`config.mk`:
```
export PLATFORM = sky130hd
export DESIGN_NAME = skew_farrow_corrector
export DESIGN_NICKNAME = d
export VERILOG_FILES = /design/src/rtl/sfc_pkg.sv /design/src/rtl/sfc_front.sv /design/src/rtl/sfc_horner_stage.sv /design/src/rtl/sfc_round_sat.sv /design/src/rtl/skew_farrow_corrector.sv
export SDC_FILE = /design/constraint.sdc
export NUM_CORES = 2
export LEC_CHECK = 0
export ABC_AREA = 1
export BUFFER_PORTS_ARGS = -buffer_cell sky130_fd_sc_hd__buf_2
export CORE_UTILIZATION = 55
export CTS_BUF_LIST = sky130_fd_sc_hd__clkbuf_4 sky130_fd_sc_hd__clkbuf_8 sky130_fd_sc_hd__clkbuf_16
export CTS_CLUSTER_SIZE = 24
export DETAILED_ROUTE_END_ITERATION = 8
export PLACE_DENSITY = 0.8
export SLEW_MARGIN = 5
export SYNTH_ARGS = -nofsm -noshare
export SYNTH_HDL_FRONTEND = slang
export SYNTH_HIERARCHICAL = 1
export SYNTH_SLANG_ARGS = --single-unit
```
`constraint.sdc`:
```
create_clock -name clk -period 10.4 [get_ports clk]
set_input_delay 1.04 -clock clk [delete_from_list [all_inputs] [get_ports clk]]
set_output_delay 1.04 -clock clk [all_outputs]
set_load 0.005 [all_outputs]
```
`src/rtl/sfc_pkg.sv`:
```
package sfc_pkg;

    localparam int DATA_W  = 8;
    localparam int FRAC_W  = 15;
    localparam int COEF_W  = 18;
    localparam int ALPHA_W = FRAC_W + 1;
    localparam int TAPS    = 4;
    localparam int ORDER   = TAPS - 1;
    localparam int ACC_W   = COEF_W + DATA_W + 2;
    localparam int PROD_W  = ACC_W + ALPHA_W;

    typedef logic signed [DATA_W-1:0]  sample_t;
    typedef logic signed [COEF_W-1:0]  coef_t;
    typedef logic signed [ALPHA_W-1:0] alpha_t;
    typedef logic signed [ACC_W-1:0]   acc_t;

    // one pipeline slot: strobe, skew of this sample, sub-filter outputs, running Horner value
    typedef struct packed {
        logic                vld;
        alpha_t              alpha;
        acc_t [TAPS-1:0]     sub;
        acc_t                acc;
    } stage_t;

    // Lagrange tap weight for power k of the skew on tap j, quantized to FRAC_W fraction bits
    function automatic coef_t coef_q(input int k, input int j);
        int     num;
        int     den;
        longint v;
        longint r;
        case (k * TAPS + j)
            0:       begin num = 1;   den = 1; end
            4:       begin num = -11; den = 6; end
            5:       begin num = 3;   den = 1; end
            6:       begin num = -3;  den = 2; end
            7:       begin num = 1;   den = 3; end
            8:       begin num = 1;   den = 1; end
            9:       begin num = -5;  den = 2; end
            10:      begin num = 2;   den = 1; end
            11:      begin num = -1;  den = 2; end
            12:      begin num = -1;  den = 6; end
            13:      begin num = 1;   den = 2; end
            14:      begin num = -1;  den = 2; end
            15:      begin num = 1;   den = 6; end
            default: begin num = 0;   den = 1; end
        endcase
        v = longint'(num) <<< FRAC_W;
        if (v >= 0) r = (v + longint'(den / 2)) / longint'(den);
        else        r = -((-v + longint'(den / 2)) / longint'(den));
        return coef_t'(r);
    endfunction

endpackage

```
`src/rtl/sfc_front.sv`:
```
module sfc_front
    import sfc_pkg::*;
#(
    parameter int NUM_CH = 4,
    parameter int CH_W   = 2
) (
    input  logic                      clk,
    input  logic                      rst_n,
    input  logic                      in_valid,
    input  sample_t                   in_data,
    input  logic [CH_W-1:0]           in_chan,
    input  logic [NUM_CH*ALPHA_W-1:0] alpha_flat,
    output stage_t                    out_p
);

    typedef struct packed {
        sample_t [TAPS-2:0] hist;
        stage_t             pipe;
    } front_t;

    front_t  front_d, front_q;
    sample_t taps [TAPS];
    acc_t    sub_w [TAPS];
    alpha_t  alpha_sel;

    always_comb begin
        front_d      = front_q;
        front_d.pipe.vld = in_valid;

        taps[0] = in_data;
        for (int j = 1; j < TAPS; j++) begin
            taps[j] = front_q.hist[j-1];
        end

        for (int k = 0; k < TAPS; k++) begin
            sub_w[k] = '0;
            for (int j = 0; j < TAPS; j++) begin
                sub_w[k] = sub_w[k] + acc_t'(coef_q(k, j)) * acc_t'($signed(taps[j]));
            end
        end

        // reference channel runs with zero skew
        if (in_chan == '0) alpha_sel = '0;
        else               alpha_sel = alpha_flat[in_chan*ALPHA_W +: ALPHA_W];

        if (in_valid) begin
            front_d.pipe.alpha = alpha_sel;
            for (int k = 0; k < TAPS; k++) begin
                front_d.pipe.sub[k] = sub_w[k];
            end
            front_d.pipe.acc = sub_w[TAPS-1];
            front_d.hist[0]  = in_data;
            for (int j = 1; j < TAPS-1; j++) begin
                front_d.hist[j] = front_q.hist[j-1];
            end
        end
    end

    always_ff @(posedge clk) begin
        if (!rst_n) front_q <= '0;
        else        front_q <= front_d;
    end

    assign out_p = front_q.pipe;

    p_hist_shift_r7: assert property (@(posedge clk) disable iff (!rst_n)
        in_valid |=> front_q.hist[0] == $past(in_data));

    p_hist_idle_r7: assert property (@(posedge clk) disable iff (!rst_n)
        !in_valid |=> $stable(front_q.hist));

    p_ref_alpha_r2: assert property (@(posedge clk) disable iff (!rst_n)
        (in_valid && in_chan == '0) |=> out_p.alpha == '0);

endmodule

```
`src/rtl/sfc_horner_stage.sv`:
```
module sfc_horner_stage
    import sfc_pkg::*;
#(
    parameter int STEP = 0
) (
    input  logic   clk,
    input  logic   rst_n,
    input  stage_t in_p,
    output stage_t out_p
);

    localparam int ADD_IDX = TAPS - 2 - STEP;

    stage_t                    stage_d, stage_q;
    logic signed [PROD_W-1:0]  prod;
    acc_t                      scaled;

    always_comb begin
        prod    = PROD_W'($signed(in_p.acc)) * PROD_W'($signed(in_p.alpha));
        scaled  = acc_t'(prod >>> FRAC_W);
        stage_d = stage_q;
        stage_d.vld = in_p.vld;
        if (in_p.vld) begin
            stage_d     = in_p;
            stage_d.acc = in_p.sub[ADD_IDX] + scaled;
        end
    end

    always_ff @(posedge clk) begin
        if (!rst_n) stage_q <= '0;
        else        stage_q <= stage_d;
    end

    assign out_p = stage_q;

    p_stage_hold_r8: assert property (@(posedge clk) disable iff (!rst_n)
        !in_p.vld |=> $stable(stage_q.acc));

    p_stage_step_r1: assert property (@(posedge clk) disable iff (!rst_n)
        in_p.vld |=> stage_q.vld);

    p_stage_alpha_r3: assert property (@(posedge clk) disable iff (!rst_n)
        in_p.vld |=> stage_q.alpha == $past(in_p.alpha));

endmodule

```
`src/rtl/sfc_round_sat.sv`:
```
module sfc_round_sat
    import sfc_pkg::*;
(
    input  acc_t    acc,
    output sample_t y
);

    localparam acc_t HALF  = acc_t'(1) <<< (FRAC_W - 1);
    localparam acc_t S_MAX = acc_t'(2 ** (DATA_W - 1) - 1);
    localparam acc_t S_MIN = -acc_t'(2 ** (DATA_W - 1));

    acc_t rounded;

    always_comb begin
        rounded = (acc + HALF) >>> FRAC_W;
        if (rounded > S_MAX)      y = sample_t'(S_MAX);
        else if (rounded < S_MIN) y = sample_t'(S_MIN);
        else                      y = sample_t'(rounded);
    end

endmodule

```
`src/rtl/skew_farrow_corrector.sv`:
```
module skew_farrow_corrector
    import sfc_pkg::*;
#(
    parameter int NUM_CH = 4,
    parameter int CH_W   = $clog2(NUM_CH)
) (
    input  logic                             clk,
    input  logic                             rst_n,
    input  logic                             in_valid,
    input  logic signed [DATA_W-1:0]         in_data,
    input  logic [CH_W-1:0]                  in_chan,
    input  logic [NUM_CH*ALPHA_W-1:0]        alpha_flat,
    output logic                             out_valid,
    output logic signed [DATA_W-1:0]         out_data
);

    localparam int LATENCY = ORDER + 1;
    localparam int WARM_W  = $clog2(LATENCY + 1);

    stage_t pipe_w [ORDER+1];

    sfc_front #(
        .NUM_CH (NUM_CH),
        .CH_W   (CH_W)
    ) u_front (
        .clk        (clk),
        .rst_n      (rst_n),
        .in_valid   (in_valid),
        .in_data    (in_data),
        .in_chan    (in_chan),
        .alpha_flat (alpha_flat),
        .out_p      (pipe_w[0])
    );

    for (genvar g = 0; g < ORDER; g++) begin : g_horner
        sfc_horner_stage #(
            .STEP (g)
        ) u_stage (
            .clk   (clk),
            .rst_n (rst_n),
            .in_p  (pipe_w[g]),
            .out_p (pipe_w[g+1])
        );
    end

    sfc_round_sat u_round (
        .acc (pipe_w[ORDER].acc),
        .y   (out_data)
    );

    assign out_valid = pipe_w[ORDER].vld;

    // cycles since reset, saturating, so latency checks never look before reset
    logic [WARM_W-1:0] warm_d, warm_q;

    always_comb begin
        warm_d = warm_q;
        if (warm_q != WARM_W'(LATENCY)) warm_d = warm_q + 1'b1;
    end

    always_ff @(posedge clk) begin
        if (!rst_n) warm_q <= '0;
        else        warm_q <= warm_d;
    end

    p_latency_r1: assert property (@(posedge clk) disable iff (!rst_n)
        (warm_q == WARM_W'(LATENCY)) |-> out_valid == $past(in_valid, 4));

    p_zero_skew_exact_r2: assert property (@(posedge clk) disable iff (!rst_n)
        (out_valid && pipe_w[ORDER].alpha == '0)
            |-> out_data == DATA_W'($signed(pipe_w[ORDER].sub[0]) >>> FRAC_W));

    p_reset_quiet_r9: assert property (@(posedge clk)
        !rst_n |=> !out_valid);

endmodule

```
==> impl_metrics.ini <==
[run_status]
outcome = complete, no violations

[critical_path]
crit_slowest_cell = dfxtp_1
required_ps = 10880
reg2reg_depth = 28
start_kind = flip-flop
worst_path_largest_cell_delay_ps = 860
worstPathMaxFanout = 18
critPathLaunch = u_front/out_p[27]$_SDFFE_PN0P_
crit_path_end_kind = flip-flop
critPathKind = flip-flop to flip-flop
r2r-start = u_front/out_p[27]$_SDFFE_PN0P_
worst-r2r-setup-slack_ps = 1830
r2r_end = g_horner[0].u_stage/out_p[26]$_SDFFE_PN0P_
crit_arrival_ps = 9050

[finish]
area_growth_pct = 2.677
fin_area_um2 = 83850
ff_latch_area_um2 = 6003
nFillCells = 13550
multiInputGateArea_um2 = 62280
drive_gt1_frac = 0.03469
fin_nets = 12980

[route]
drt-total-wl_um = 227000
drcViolationCount = 0
wl_per_cell_um = 17.94
viasPerCell = 5.388
drtPass1Iterations = 9
drt_iter0_markers = 5305
vias = 68180
ant_nets = 0

[grt]
grt_max_degree = 105
first_global_vias = 71430
grt_usage = 0.3086
antenna_found_initial = 2
grt_pass1_wl_um = 372300
overflow = 0

[clocking]
clk_latency_ps = 630
h-tree-depth = 2
ctsResizeCount = 0
cts.path.max_buffers = 3
cts_tree = yes
numCtsBuffers = 38
cts_setup_buffers = 0
cts-root-buf = clkbuf_16
clkTransAtPathRegs_ps = 50
clock-sinks = 299
ctsHoldBuffers = 0

[timing]
maxSlewViolCount = 0
fmax_mhz = 116.6
fin_skew_ps = 49.13
fin_crit_ps = 8573
setup_slack_ps = 1827
fin_crit_sh = 0.8243
final_hold_viol_count = 0
rsz0062_at_grt = false
slew_headroom = 0.1461
worstMarginPinSlew_ps = 1279
setup_tns_ps = 0
finalSetupViolCount = 0

[floorplanning]
die_w_um = 387.3
fp.dieH_um = 387.3
row_count = 141
initial_core_util = 0.5537
dieArea_um2 = 150000
core_area_um2 = 147500
ios = 86

[yosys]
syn_area_um2 = 81660
synth_cells = 11020
avgSynthCellArea_um2 = 7.411
ys_warn_count = 6

[placement]
place_congestion = 0.9919
dpl-instance-area_um2 = 82500
io_buffers = 85
dpl.hpwl_um = 184900
dp_slack_ps = 1531

[min_path]
min_to = g_horner[1].u_stage/out_p[53]$_SDFFE_PN0P_
hold_path.startpoint = g_horner[0].u_stage/out_p[53]$_SDFFE_PN0P_
min_path_type = flip-flop to flip-flop
holdPathStages = 2

[pwr]
power_leakage_nw = 47.64
peakVddDrop_v = 0.0006446
p_per_area_nw_per_um2 = 251.1

[job]
max_cap_violations = 0
sequential cells by signal (all words and copies together), names as in the netlist:
register / flops
g_horner.u_stage/out_p: 189
u_front/front_q: 24
u_front/out_p: 86
layer usage:
layer | global-route usage | vias to the layer above | routed length [µm] | share of wire
met1 | 0.3995 | 33190 | 91500 | 0.40
met5 | 0 | - | 0 | 0
met3 | 0.04313 | 601 | 17750 | 0.078
li1 | - | 31680 | - | -
met2 | 0.5251 | 2715 | 108400 | 0.48
met4 | 0.1136 | 0 | 9322 | 0.041
cell type report:
| cell class | instances | share of cell area |
|---|---|---|
| multi-input cells | 7297 | 0.7427 |
| inverters | 2918 | 0.1307 |
| flip-flops and latches | 299 | 0.07160 |
| well taps | 1930 | 0.02880 |
| clock buffers | 52 | 0.01304 |
| repair buffers | 141 | 0.01019 |
| clock inverters | 16 | 0.002925 |
| diodes | 1 | 0.00002985 |
worst max-delay path by stage:
stage	to	cells past startpoint
after floorplan	u_front/out_p[76]$_SDFFE_PN0P_	32
after global placement	u_front/out_p[79]$_SDFFE_PN0P_	31
after detailed placement	u_front/out_p[79]$_SDFFE_PN0P_	31
after CTS	g_horner[0].u_stage/out_p[26]$_SDFFE_PN0P_	28
after global routing	u_front/out_p[83]$_SDFFE_PN0P_	38
final	g_horner[0].u_stage/out_p[26]$_SDFFE_PN0P_	28
where the power goes:
group          leakage (nW)  total (mW)  internal, mW  switching (mW)
combinational          44.5        17.6          6.30            11.3
clock                 0.651        1.43         0.845           0.589
sequential             2.47        2.04          1.33           0.702
stage by stage:
stage / power [mW] / hold slack [ps] / cells / util
5_1_grt: 23.56 / 488.7 / 12650 / 0.5685
3_3_place_gp: 19.19 / 455.7 / 12590 / 0.5594
2_1_floorplan: 14.82 / 445.7 / 11050 / -
4_1_cts: 20.92 / 460.8 / 12650 / 0.5685
6_report: 21.05 / 475.2 / 12650 / 0.5685
3_5_place_dp: 19.33 / 466.2 / 12590 / 0.5594
layout by cell type (no fill, tap or decap), types with 33 or more instances in the layout:
cell and n:
a21o_1 36, a21oi_1 414, a31oi_1 33, buf_2 83
buf_4 57, clkbuf_16 38, dfxtp_1 287, fa_1 1475
ha_1 737, inv_1 2905, nand2_1 2304, nand3_1 267
nand4_1 70, nor2_1 866, nor3_1 58, o211ai_1 36
o21ai_0 420, o21bai_1 40, xnor2_1 75, xor2_1 164
worst max-delay path, delay by kind of cell, from the launching register on:
family          cells  cell delay, ps
simple gates        9            1890
fa+ha+maj           8            4030
flops               1             860
compound gates      4             700
xor+xnor            1             360
buf+inv             6             580
Power figures use the tool's default switching activity.
